===== config.mk =====
export PLATFORM = sky130hd
export DESIGN_NAME = alu8_core
export DESIGN_NICKNAME = d
export VERILOG_FILES = /design/src/rtl/alu8_pkg.sv /design/src/rtl/alu8_src_sel.sv /design/src/rtl/alu8_addsub.sv /design/src/rtl/alu8_logic.sv /design/src/rtl/alu8_core.sv
export SDC_FILE = /design/constraint.sdc
export NUM_CORES = 1
export LEC_CHECK = 0
export BUFFER_PORTS_ARGS = -buffer_cell sky130_fd_sc_hd__buf_2
export CORE_MARGIN = 4
export CORE_UTILIZATION = 57
export DETAILED_ROUTE_END_ITERATION = 16
export PLACE_DENSITY = 0.85
export SLEW_MARGIN = 20
export SYNTH_ARGS = -nofsm -noshare
export SYNTH_HDL_FRONTEND = slang
export SYNTH_SLANG_ARGS = --single-unit

===== constraint.sdc =====
create_clock -name vclk -period 3.4
set_clock_uncertainty 0.2 [all_clocks]
set_input_delay 0 -clock vclk [all_inputs]
set_output_delay 0 -clock vclk [all_outputs]
set_load 0.02 [all_outputs]

===== src/rtl/alu8_pkg.sv =====
package alu8_pkg;

  localparam int OP_W = 4;

  typedef enum logic [OP_W-1:0] {
    OP_ADD = 4'd0,
    OP_ADC = 4'd1,
    OP_SUB = 4'd2,
    OP_SBC = 4'd3,
    OP_AND = 4'd4,
    OP_XOR = 4'd5,
    OP_OR  = 4'd6,
    OP_CP  = 4'd7,
    OP_NEG = 4'd8,
    OP_INC = 4'd9,
    OP_DEC = 4'd10
  } alu_op_e;

  typedef struct packed {
    logic sign;
    logic zero;
    logic half;
    logic pv;
    logic sub;
    logic carry;
  } alu_flags_t;

  typedef enum logic [1:0] {
    LG_AND = 2'd0,
    LG_XOR = 2'd1,
    LG_OR  = 2'd2
  } logic_sel_e;

  // Operations that feed the shared adder/subtractor.
  function automatic logic uses_adder(input logic [OP_W-1:0] op);
    return (op <= OP_SBC) || (op == OP_CP) || (op == OP_NEG) ||
           (op == OP_INC) || (op == OP_DEC);
  endfunction

  // Operations that set the subtract flag.
  function automatic logic is_subtract(input logic [OP_W-1:0] op);
    return (op == OP_SUB) || (op == OP_SBC) || (op == OP_CP) ||
           (op == OP_NEG) || (op == OP_DEC);
  endfunction

  // Single-operand forms whose register index sits in the upper field.
  function automatic logic is_unary_reg(input logic [OP_W-1:0] op);
    return (op == OP_INC) || (op == OP_DEC);
  endfunction

  function automatic logic is_defined(input logic [OP_W-1:0] op);
    return op <= OP_DEC;
  endfunction

endpackage


===== src/rtl/alu8_src_sel.sv =====
module alu8_src_sel #(
  parameter int OPC_W     = 8,
  parameter int IDX_W     = 3,
  parameter int ALU_LSB   = 0,
  parameter int UNARY_LSB = 3
) (
  input  logic [OPC_W-1:0] opcode,
  input  logic             unary,
  output logic [IDX_W-1:0] idx
);
  logic [IDX_W-1:0] low_field;
  logic [IDX_W-1:0] mid_field;

  assign low_field = opcode[ALU_LSB +: IDX_W];
  assign mid_field = opcode[UNARY_LSB +: IDX_W];
  assign idx       = unary ? mid_field : low_field;
endmodule


===== src/rtl/alu8_addsub.sv =====
module alu8_addsub #(
  parameter int DATA_W = 8
) (
  input  logic [DATA_W-1:0] x,
  input  logic [DATA_W-1:0] y,
  input  logic              cin,
  input  logic              sub,
  output logic [DATA_W-1:0] sum,
  output logic              cout,   // carry, or borrow when sub=1
  output logic              hout,   // carry/borrow out of the low half
  output logic              ovf     // signed overflow
);
  localparam int HALF_W = DATA_W / 2;
  localparam int MSB    = DATA_W - 1;

  logic [DATA_W-1:0] y_eff;
  logic              c_eff;
  logic [HALF_W:0]   low_sum;
  logic [DATA_W:0]   full_sum;

  always_comb begin
    y_eff    = sub ? ~y : y;
    c_eff    = sub ? ~cin : cin;
    low_sum  = {1'b0, x[HALF_W-1:0]} + {1'b0, y_eff[HALF_W-1:0]}
             + {{HALF_W{1'b0}}, c_eff};
    full_sum = {1'b0, x} + {1'b0, y_eff} + {{DATA_W{1'b0}}, c_eff};
    sum      = full_sum[DATA_W-1:0];
    cout     = full_sum[DATA_W] ^ sub;
    hout     = low_sum[HALF_W] ^ sub;
    ovf      = (x[MSB] == y_eff[MSB]) && (full_sum[MSB] != x[MSB]);
  end
endmodule


===== src/rtl/alu8_logic.sv =====
module alu8_logic
  import alu8_pkg::*;
#(
  parameter int DATA_W = 8
) (
  input  logic [DATA_W-1:0] a,
  input  logic [DATA_W-1:0] b,
  input  logic_sel_e        sel,
  output logic [DATA_W-1:0] res,
  output logic              par_even
);
  logic [DATA_W-1:0] and_v;
  logic [DATA_W-1:0] or_v;
  logic [DATA_W-1:0] xor_v;
  logic [DATA_W:0]   par_chain;

  assign par_chain[0] = 1'b1;

  for (genvar i = 0; i < DATA_W; i++) begin : g_bit
    assign and_v[i]       = a[i] & b[i];
    assign or_v[i]        = a[i] | b[i];
    assign xor_v[i]       = a[i] ^ b[i];
    assign par_chain[i+1] = par_chain[i] ^ res[i];
  end

  always_comb begin
    unique case (sel)
      LG_AND:  res = and_v;
      LG_XOR:  res = xor_v;
      default: res = or_v;
    endcase
  end

  assign par_even = par_chain[DATA_W];
endmodule


===== src/rtl/alu8_core.sv =====
module alu8_core
  import alu8_pkg::*;
#(
  parameter int DATA_W    = 8,
  parameter int OPC_W     = 8,
  parameter int IDX_W     = 3,
  parameter int ALU_LSB   = 0,
  parameter int UNARY_LSB = 3
) (
  input  logic [DATA_W-1:0] acc_i,
  input  logic [DATA_W-1:0] opnd_i,
  input  logic              carry_i,
  input  logic [OP_W-1:0]   op_i,
  input  logic [OPC_W-1:0]  opcode_i,
  output logic [IDX_W-1:0]  src_sel_o,
  output logic [DATA_W-1:0] result_o,
  output logic              wr_en_o,
  output logic              f_sign_o,
  output logic              f_zero_o,
  output logic              f_half_o,
  output logic              f_pv_o,
  output logic              f_sub_o,
  output logic              f_carry_o
);
  localparam int HALF_W = DATA_W / 2;
  localparam logic [DATA_W-1:0] ONE     = {{(DATA_W-1){1'b0}}, 1'b1};
  localparam logic [DATA_W-1:0] MAX_POS = {1'b0, {(DATA_W-1){1'b1}}};
  localparam logic [DATA_W-1:0] MIN_NEG = {1'b1, {(DATA_W-1){1'b0}}};
  localparam logic [DATA_W-1:0] ZERO    = '0;

  // Adder operand selection, visible to the assertions.
  logic [DATA_W-1:0] add_x, add_y, add_sum;
  logic              add_cin, add_sub, add_cout, add_hout, add_ovf;
  logic [DATA_W-1:0] lg_res;
  logic              lg_par;
  logic_sel_e        lg_sel;
  alu_flags_t        flags;
  logic [DATA_W-1:0] res;

  alu8_src_sel #(
    .OPC_W(OPC_W), .IDX_W(IDX_W), .ALU_LSB(ALU_LSB), .UNARY_LSB(UNARY_LSB)
  ) u_sel (
    .opcode (opcode_i),
    .unary  (is_unary_reg(op_i)),
    .idx    (src_sel_o)
  );

  always_comb begin
    add_x   = acc_i;
    add_y   = opnd_i;
    add_cin = 1'b0;
    add_sub = 1'b0;
    unique case (op_i)
      OP_ADC: add_cin = carry_i;
      OP_SUB,
      OP_CP:  add_sub = 1'b1;
      OP_SBC: begin add_sub = 1'b1; add_cin = carry_i; end
      OP_NEG: begin add_x = ZERO; add_y = acc_i; add_sub = 1'b1; end
      OP_INC: begin add_x = opnd_i; add_y = ONE; end
      OP_DEC: begin add_x = opnd_i; add_y = ONE; add_sub = 1'b1; end
      default: ;
    endcase
  end

  alu8_addsub #(.DATA_W(DATA_W)) u_add (
    .x    (add_x),
    .y    (add_y),
    .cin  (add_cin),
    .sub  (add_sub),
    .sum  (add_sum),
    .cout (add_cout),
    .hout (add_hout),
    .ovf  (add_ovf)
  );

  always_comb begin
    unique case (op_i)
      OP_XOR:  lg_sel = LG_XOR;
      OP_OR:   lg_sel = LG_OR;
      default: lg_sel = LG_AND;
    endcase
  end

  alu8_logic #(.DATA_W(DATA_W)) u_logic (
    .a        (acc_i),
    .b        (opnd_i),
    .sel      (lg_sel),
    .res      (lg_res),
    .par_even (lg_par)
  );

  // Result and flag selection, with the guarding assertions alongside.
  always_comb begin
    flags = '0;
    res   = acc_i;
    if (uses_adder(op_i)) begin
      res         = add_sum;
      flags.half  = add_hout;
      flags.pv    = add_ovf;
      flags.carry = is_unary_reg(op_i) ? carry_i : add_cout;
    end else if (is_defined(op_i)) begin
      res         = lg_res;
      flags.half  = (op_i == OP_AND);
      flags.pv    = lg_par;
      flags.carry = 1'b0;
    end
    if (is_defined(op_i)) begin
      flags.sign = res[DATA_W-1];
      flags.zero = (res == ZERO);
      flags.sub  = is_subtract(op_i);
    end

    if (op_i == OP_ADD)
      p_add_wrap_r3: assert (add_cout == (add_sum < acc_i))
        else $error("ADD carry disagrees with wraparound");
    if (op_i == OP_SUB || op_i == OP_CP)
      p_sub_borrow_r4: assert (add_cout == (acc_i < opnd_i))
        else $error("SUB/CP borrow disagrees with magnitude compare");
    if (op_i == OP_NEG)
      p_neg_flags_r8: assert (add_ovf == (acc_i == MIN_NEG) &&
                              add_cout == (acc_i != ZERO))
        else $error("NEG overflow/carry rule broken");
    if (op_i == OP_INC)
      p_inc_ovf_r9: assert (add_ovf == (opnd_i == MAX_POS) &&
                            add_hout == (&opnd_i[HALF_W-1:0]))
        else $error("INC overflow/half rule broken");
    if (op_i == OP_DEC)
      p_dec_ovf_r10: assert (add_ovf == (opnd_i == MIN_NEG) &&
                             add_hout == (opnd_i[HALF_W-1:0] == '0))
        else $error("DEC overflow/half rule broken");
  end

  assign result_o  = res;
  assign wr_en_o   = is_defined(op_i) && (op_i != OP_CP);
  assign f_sign_o  = flags.sign;
  assign f_zero_o  = flags.zero;
  assign f_half_o  = flags.half;
  assign f_pv_o    = flags.pv;
  assign f_sub_o   = flags.sub;
  assign f_carry_o = flags.carry;
endmodule


======== Word-level counts from Yosys, hierarchy flattened ========
Index checks and enable logic that the tools add are counted.
operators by class
  $add $sub $neg .......................... 4
  order comparisons ....................... 2
  eq/ne operators ......................... 14
  multiplexer cells ....................... 17
  bitwise operators ....................... 36
  reduce and logical (&&, ||, !) cells .... 16
operators with widths
  cell                                                   count
  one-hot mux 8 bit (2 select lines)                     3
  2-to-1 mux 8 bit                                       3
  bitwise XOR 1 bit                                      17
  equality test 4 x 3 -> 1 bit, second input constant    4
  equality test 4 bit, second input constant             3
  adder 8 x 8 -> 9 bit                                   1
  adder 9 x 1 -> 9 bit                                   1
  logical OR 1 bit                                       9
  bitwise AND 1 bit                                      8
  equality test 4 x 2 -> 1 bit, second input constant    2
  logical NOT 8 bit                                      1
  inverter 8 bit                                         1
  OR 1 bit                                               8
  2-to-1 mux 1 bit                                       6
  2-to-1 mux 2 bit                                       3
  adder 4 x 4 -> 5 bit                                   1
  adder 5 x 1 -> 5 bit                                   1
  OR reduction 5 bit                                     1
  equality test 4 x 1 -> 1 bit, second input constant    1
  <= comparator 4 x 2 -> 1 bit, second input constant    1
  <= comparator 4 bit, second input constant             1
  inequality test 4 x 3 -> 1 bit, second input constant  1
  one-hot mux 2 bit (2 select lines)                     1
  OR reduction 2 bit                                     2
  other kinds (7)                                        9
storage, ports and cells
  register bits after elaboration ......... 0
  input bits .............................. 29
  output and inout bits ................... 18
  logic and storage cells ................. 89

======== Logic depth before layout (Yosys ltp) ========
  depth in word-level cells ............... 14
  depth in mapped cells ................... 17
  depth with buffers taken out ............ 15

======== Cells and area by module ========
From an unflattened synthesis, not the netlist that was laid out.
unflattened totals
  cell total of the unflattened synthesis .. 224
  area total of the unflattened synthesis .. 1699.1 µm²
by module, submodules not included
  module        times used  cells each  area each (µm²)  sequential area each (µm²)
  alu8_core     1           114         714.4            0.0
  alu8_logic    1           57          500.5            0.0
  alu8_addsub   1           50          450.4            0.0
  alu8_src_sel  1           3           33.8             0.0

======== Worst setup path before layout ========
OpenSTA, ideal clock, no wires.
  path type ............................... input to output
  from .................................... in op_i[3]
  to ...................................... out f_zero_o
  arrival ................................. 3.358 ns
  required time ........................... 3.200 ns
  slack ................................... -0.158 ns
  stages .................................. 16
  buffers on the path ..................... 2
  cells stage by stage .................... buf_6 -> inv_1 -> clkbuf_1 -> a21oi_1 -> a211oi_1 -> a221o_1 -> fa_1 -> inv_1 -> fa_1 -> a21o_1 -> a21oi_2 -> o21bai_1 -> a21oi_1 -> xor2_1 -> o21ai_0 -> nor4_2
on the way
  word-level cells in the longest chain between the ends .. 10
  elaborated cells on any way between the ends .. 36
  classes of those cells .................. add/sub: 2; order compare: 2; eq/ne: 10; mux: 11; bitwise: 2; reduce/logical: 9
ends and longest elaborated chain
  what                                 line                             RTL
  from (decl)                          alu8_core.sv:13                  input logic [OP_W-1:0] op_i,
  equality test 4 bit                  alu8_pkg.sv:37, alu8_core.sv:53
  OR reduction 2 bit (no source line)  n/a
  one-hot mux 8 bit (2 select lines)   alu8_core.sv:53                  unique case (op_i)
  inverter 8 bit                       alu8_addsub.sv:22                y_eff = sub ? ~y : y;
  2-to-1 mux 8 bit                     alu8_addsub.sv:22
  adder 8 x 8 -> 9 bit                 alu8_addsub.sv:26                full_sum = {1'b0, x} + {1'b0, y_eff} + {{DATA_W{1'b0}}, c_eff};
  adder 9 x 1 -> 9 bit                 alu8_addsub.sv:26
  2-to-1 mux 8 bit (*)                 alu8_core.sv:96                  if (uses_adder(op_i)) begin
  net result_o[6]                      alu8_core.sv:16                  output logic [DATA_W-1:0] result_o,
  logical NOT 8 bit (*)                alu8_core.sv:109                 flags.zero = (res == ZERO);
  2-to-1 mux 2 bit (*)                 alu8_core.sv:107                 if (is_defined(op_i)) begin
  to (decl)                            alu8_core.sv:19                  output logic f_zero_o,
The timed path passes the listed nets; every way through them passes the cells marked *.

======== Final worst setup path ========
  from .................................... in op_i[0]
  to ...................................... out f_zero_o
on the way
  word-level cells in the longest chain between the ends .. 10
  elaborated cells on any way between the ends .. 36
  classes of those cells .................. add/sub: 2; order compare: 2; eq/ne: 10; mux: 11; bitwise: 2; reduce/logical: 9
ends and longest elaborated chain
  what                                 line
  equality test 4 bit                  alu8_pkg.sv:37, alu8_core.sv:53
  OR reduction 2 bit (no source line)  n/a
  one-hot mux 8 bit (2 select lines)   alu8_core.sv:53
  inverter 8 bit                       alu8_addsub.sv:22
  2-to-1 mux 8 bit                     alu8_addsub.sv:22
  adder 8 x 8 -> 9 bit                 alu8_addsub.sv:26
  adder 9 x 1 -> 9 bit                 alu8_addsub.sv:26
  2-to-1 mux 8 bit                     alu8_core.sv:96
  logical NOT 8 bit                    alu8_core.sv:109
  2-to-1 mux 2 bit (*)                 alu8_core.sv:107
Mark *: on every way between the ends. The rest lies on a longest branch, timed or not.

==> impl_metrics.tcl <==
set metrics [dict create \
    outcome "completed" \
    yosys.area.top_type "ha_1" \
    place_hpwl_mm 4.48 \
    synth_cell_types 60 \
    tns_ps 0 \
    nNetsFinal 377 \
    cts_hold_buf 0 \
    synth_most_common_cell "o21ai_0" \
    antenna_left 0 \
    yosys_warnings 0 \
    p_per_area_nw_per_um2 226 \
    syn-num-nets 327 \
    wl_per_cell_um 16.1 \
    cp-end-kind "primary output" \
    drcViolationCount 0 \
    dp.cells 364 \
    avgSynthCellArea_um2 6.87 \
    cp_cell_sequence "buf_2, buf_4, and2b_1, mux2i_1, o21ai_0, a21boi_1, fa_2, inv_1, fa_2, a21o_1, a21oi_4, o21bai_1, a21oi_2, xor2_1, o21ai_2, nor4_2, buf_2" \
    worst-path-buf-inv 4 \
    netlist_area_um2 1880 \
    finalCritPeriodShare_pct 94.1 \
    antenna_found_initial 0 \
    drtIter0Drc 197 \
    grtUsageTotal_pct 27.2 \
    nFlopsAndLatches 0 \
    multi_input_area_um2 1720 \
    grt_first_pass_wirelength_mm 9.46 \
    seq_area_um2 0 \
    syn_to_final_growth_pct 19.8 \
    finalHoldViolations 0 \
    yosysSeqAreaShare_pct 0 \
    fin_cells 365 \
    slowest_delay_ps 340 \
    num_antenna_cells 0 \
    crit_slowest_cell "fa_2" \
    num_vias 2292 \
    grt_pass1_vias 2094 \
    coreArea_um2 3100 \
    crit_arrival_ps 3000 \
    num_io_pins 47 \
    setup_viol 0 \
    dieHeight_um 65.4 \
    initial_utilization_pct 60.5 \
    grt.overflow.total 0 \
    clkbuf_count 0 \
    die_area_um2 4270 \
    hold_start "opcode_i[3]" \
    dieWidth_um 65.4 \
    holdPathEnd "src_sel_o[0]" \
    grt_start_max_net_pins 16 \
    place_congestion 0.961 \
    dr.pass1.iters 6 \
    fmax_ghz 0.313 \
    synth_top_area_share_pct 15.3 \
    drive_above_1_share_pct 29.3 \
    relSlewSlack_pct 45.9 \
    cp.required_ps 3200 \
    leakagePower_uw 0.00105 \
    syn-instance-count 273 \
    rows 20 \
    crit_family "compound AO/OA/AOI/OAI gates" \
    report.final.slew_viol_count 0 \
    path_max_fanout 10 \
    worstSetupStartpointType "primary input" \
    hp-class "primary input to primary output" \
    fin_crit_ps 3200 \
    synth_area_leaders "ha_1 15%, o21ai_0 8.8%, a21oi_1 5.1%" \
    worst_slew_pin_slew_ps 808 \
    hold_depth 3 \
    cap_violations 0 \
    viasPerCell 6.28 \
    peakVddDrop_v 0.000117 \
    portBuffers 45 \
    wl_mm 5.87 \
    path_class "primary input to primary output" \
    final.fill_count 287 \
    synth_common_cells "33 x o21ai_0, 25 x nor2_1, 23 x ha_1, 23 x inv_1, 19 x a21oi_1" \
]
-- per-stage QoR --
stage               instance area, um^2  worst slack [ps]  utilization, %  hold WS [ps]  power [uW]
floorplan                          1880              14.0               -         -10.7         342
global placement                   2200               127            70.8           142         469
detailed placement                 2200              97.6            70.8           147         477
CTS                                2200              75.1            70.8           147         479
global route                       2250             -37.0            72.5           158         556
finish                             2250               200            72.5           144         509
-- where the power goes --
group / total (uW) / internal (uW) / switching [uW]
registers: 0 / 0 / 0
clock network: 0 / 0 / 0
logic: 509 / 214 / 295
total: 509 / 214 / 295
-- routing by layer --
metal / wire length, um / track usage, % / vias to the layer above
li1: - / - / 1105
met1: 2410 / 36.1 / 1052
met2: 2790 / 46.5 / 119
met3: 513 / 1.37 / 16
met4: 157 / 9.07 / 0
met5: 0 / 0 / -
-- area by class of cell --
| class | count | share of cell area (%) |
|---|---|---|
| multi-input cells | 231 | 76.5 |
| well taps | 44 | 2.45 |
| inverters | 24 | 4.01 |
| repair buffers | 66 | 17.0 |
-- kinds of logic (layout without fill, tap and decap cells) --
family / after synthesis / count (layout) / share of synthesized area (%)
xor gates and xnor gates: 13 / 13 / 6.07
muxes: 6 / 6 / 3.40
buffers and inverters: 42 / 90 / 10.7
AOI/OAI and AO/OA: 114 / 114 / 42.0
and+or+nand+nor: 73 / 73 / 20.4
adders and majority gates: 25 / 25 / 17.5
-- tightest hold or removal path, stage by stage --
cell    delay (ps)
buf_2           70
mux2_2         120
buf_2          150
-- how the worst max path moves through the flow --
stage / slack (ps) / start / to / cells after the start
global route: -40 / op_i[0] / f_zero_o / 16
CTS: 80 / op_i[2] / f_zero_o / 16
finish: 200 / op_i[0] / f_zero_o / 17
global placement: 130 / op_i[2] / f_zero_o / 16
floorplan: 10 / op_i[3] / f_zero_o / 16
detailed placement: 100 / op_i[2] / f_zero_o / 16
-- layout by cell type (no fill, tap or decap), drive strengths merged, types with 2 or more instances in the layout --
master,netlist,layout
buf,11,66
o21ai,35,35
nor2,25,25
inv,24,24
ha,23,23
a21oi,21,21
nand2,18,18
o22ai,13,13
xnor2,10,10
a22o,9,9
nand3,9,9
o211ai,4,4
o21a,4,4
a31oi,4,4
a2bb2oi,4,4
nor2b,4,4
nor3,4,4
mux2,3,3
mux2i,3,3
nand2b,3,3
o32ai,3,3
xor2,3,3
a211oi,2,2
a221o,2,2
a21boi,2,2
fa,2,2
nor3b,2,2
o221ai,2,2
-- what timing repair did --
action | CTS | global route
endpoints found under the setup margin | 0 | 6
buffers inserted | 0 | 1
resized for setup | 0 | 14
Power figures use the tool's default switching activity.
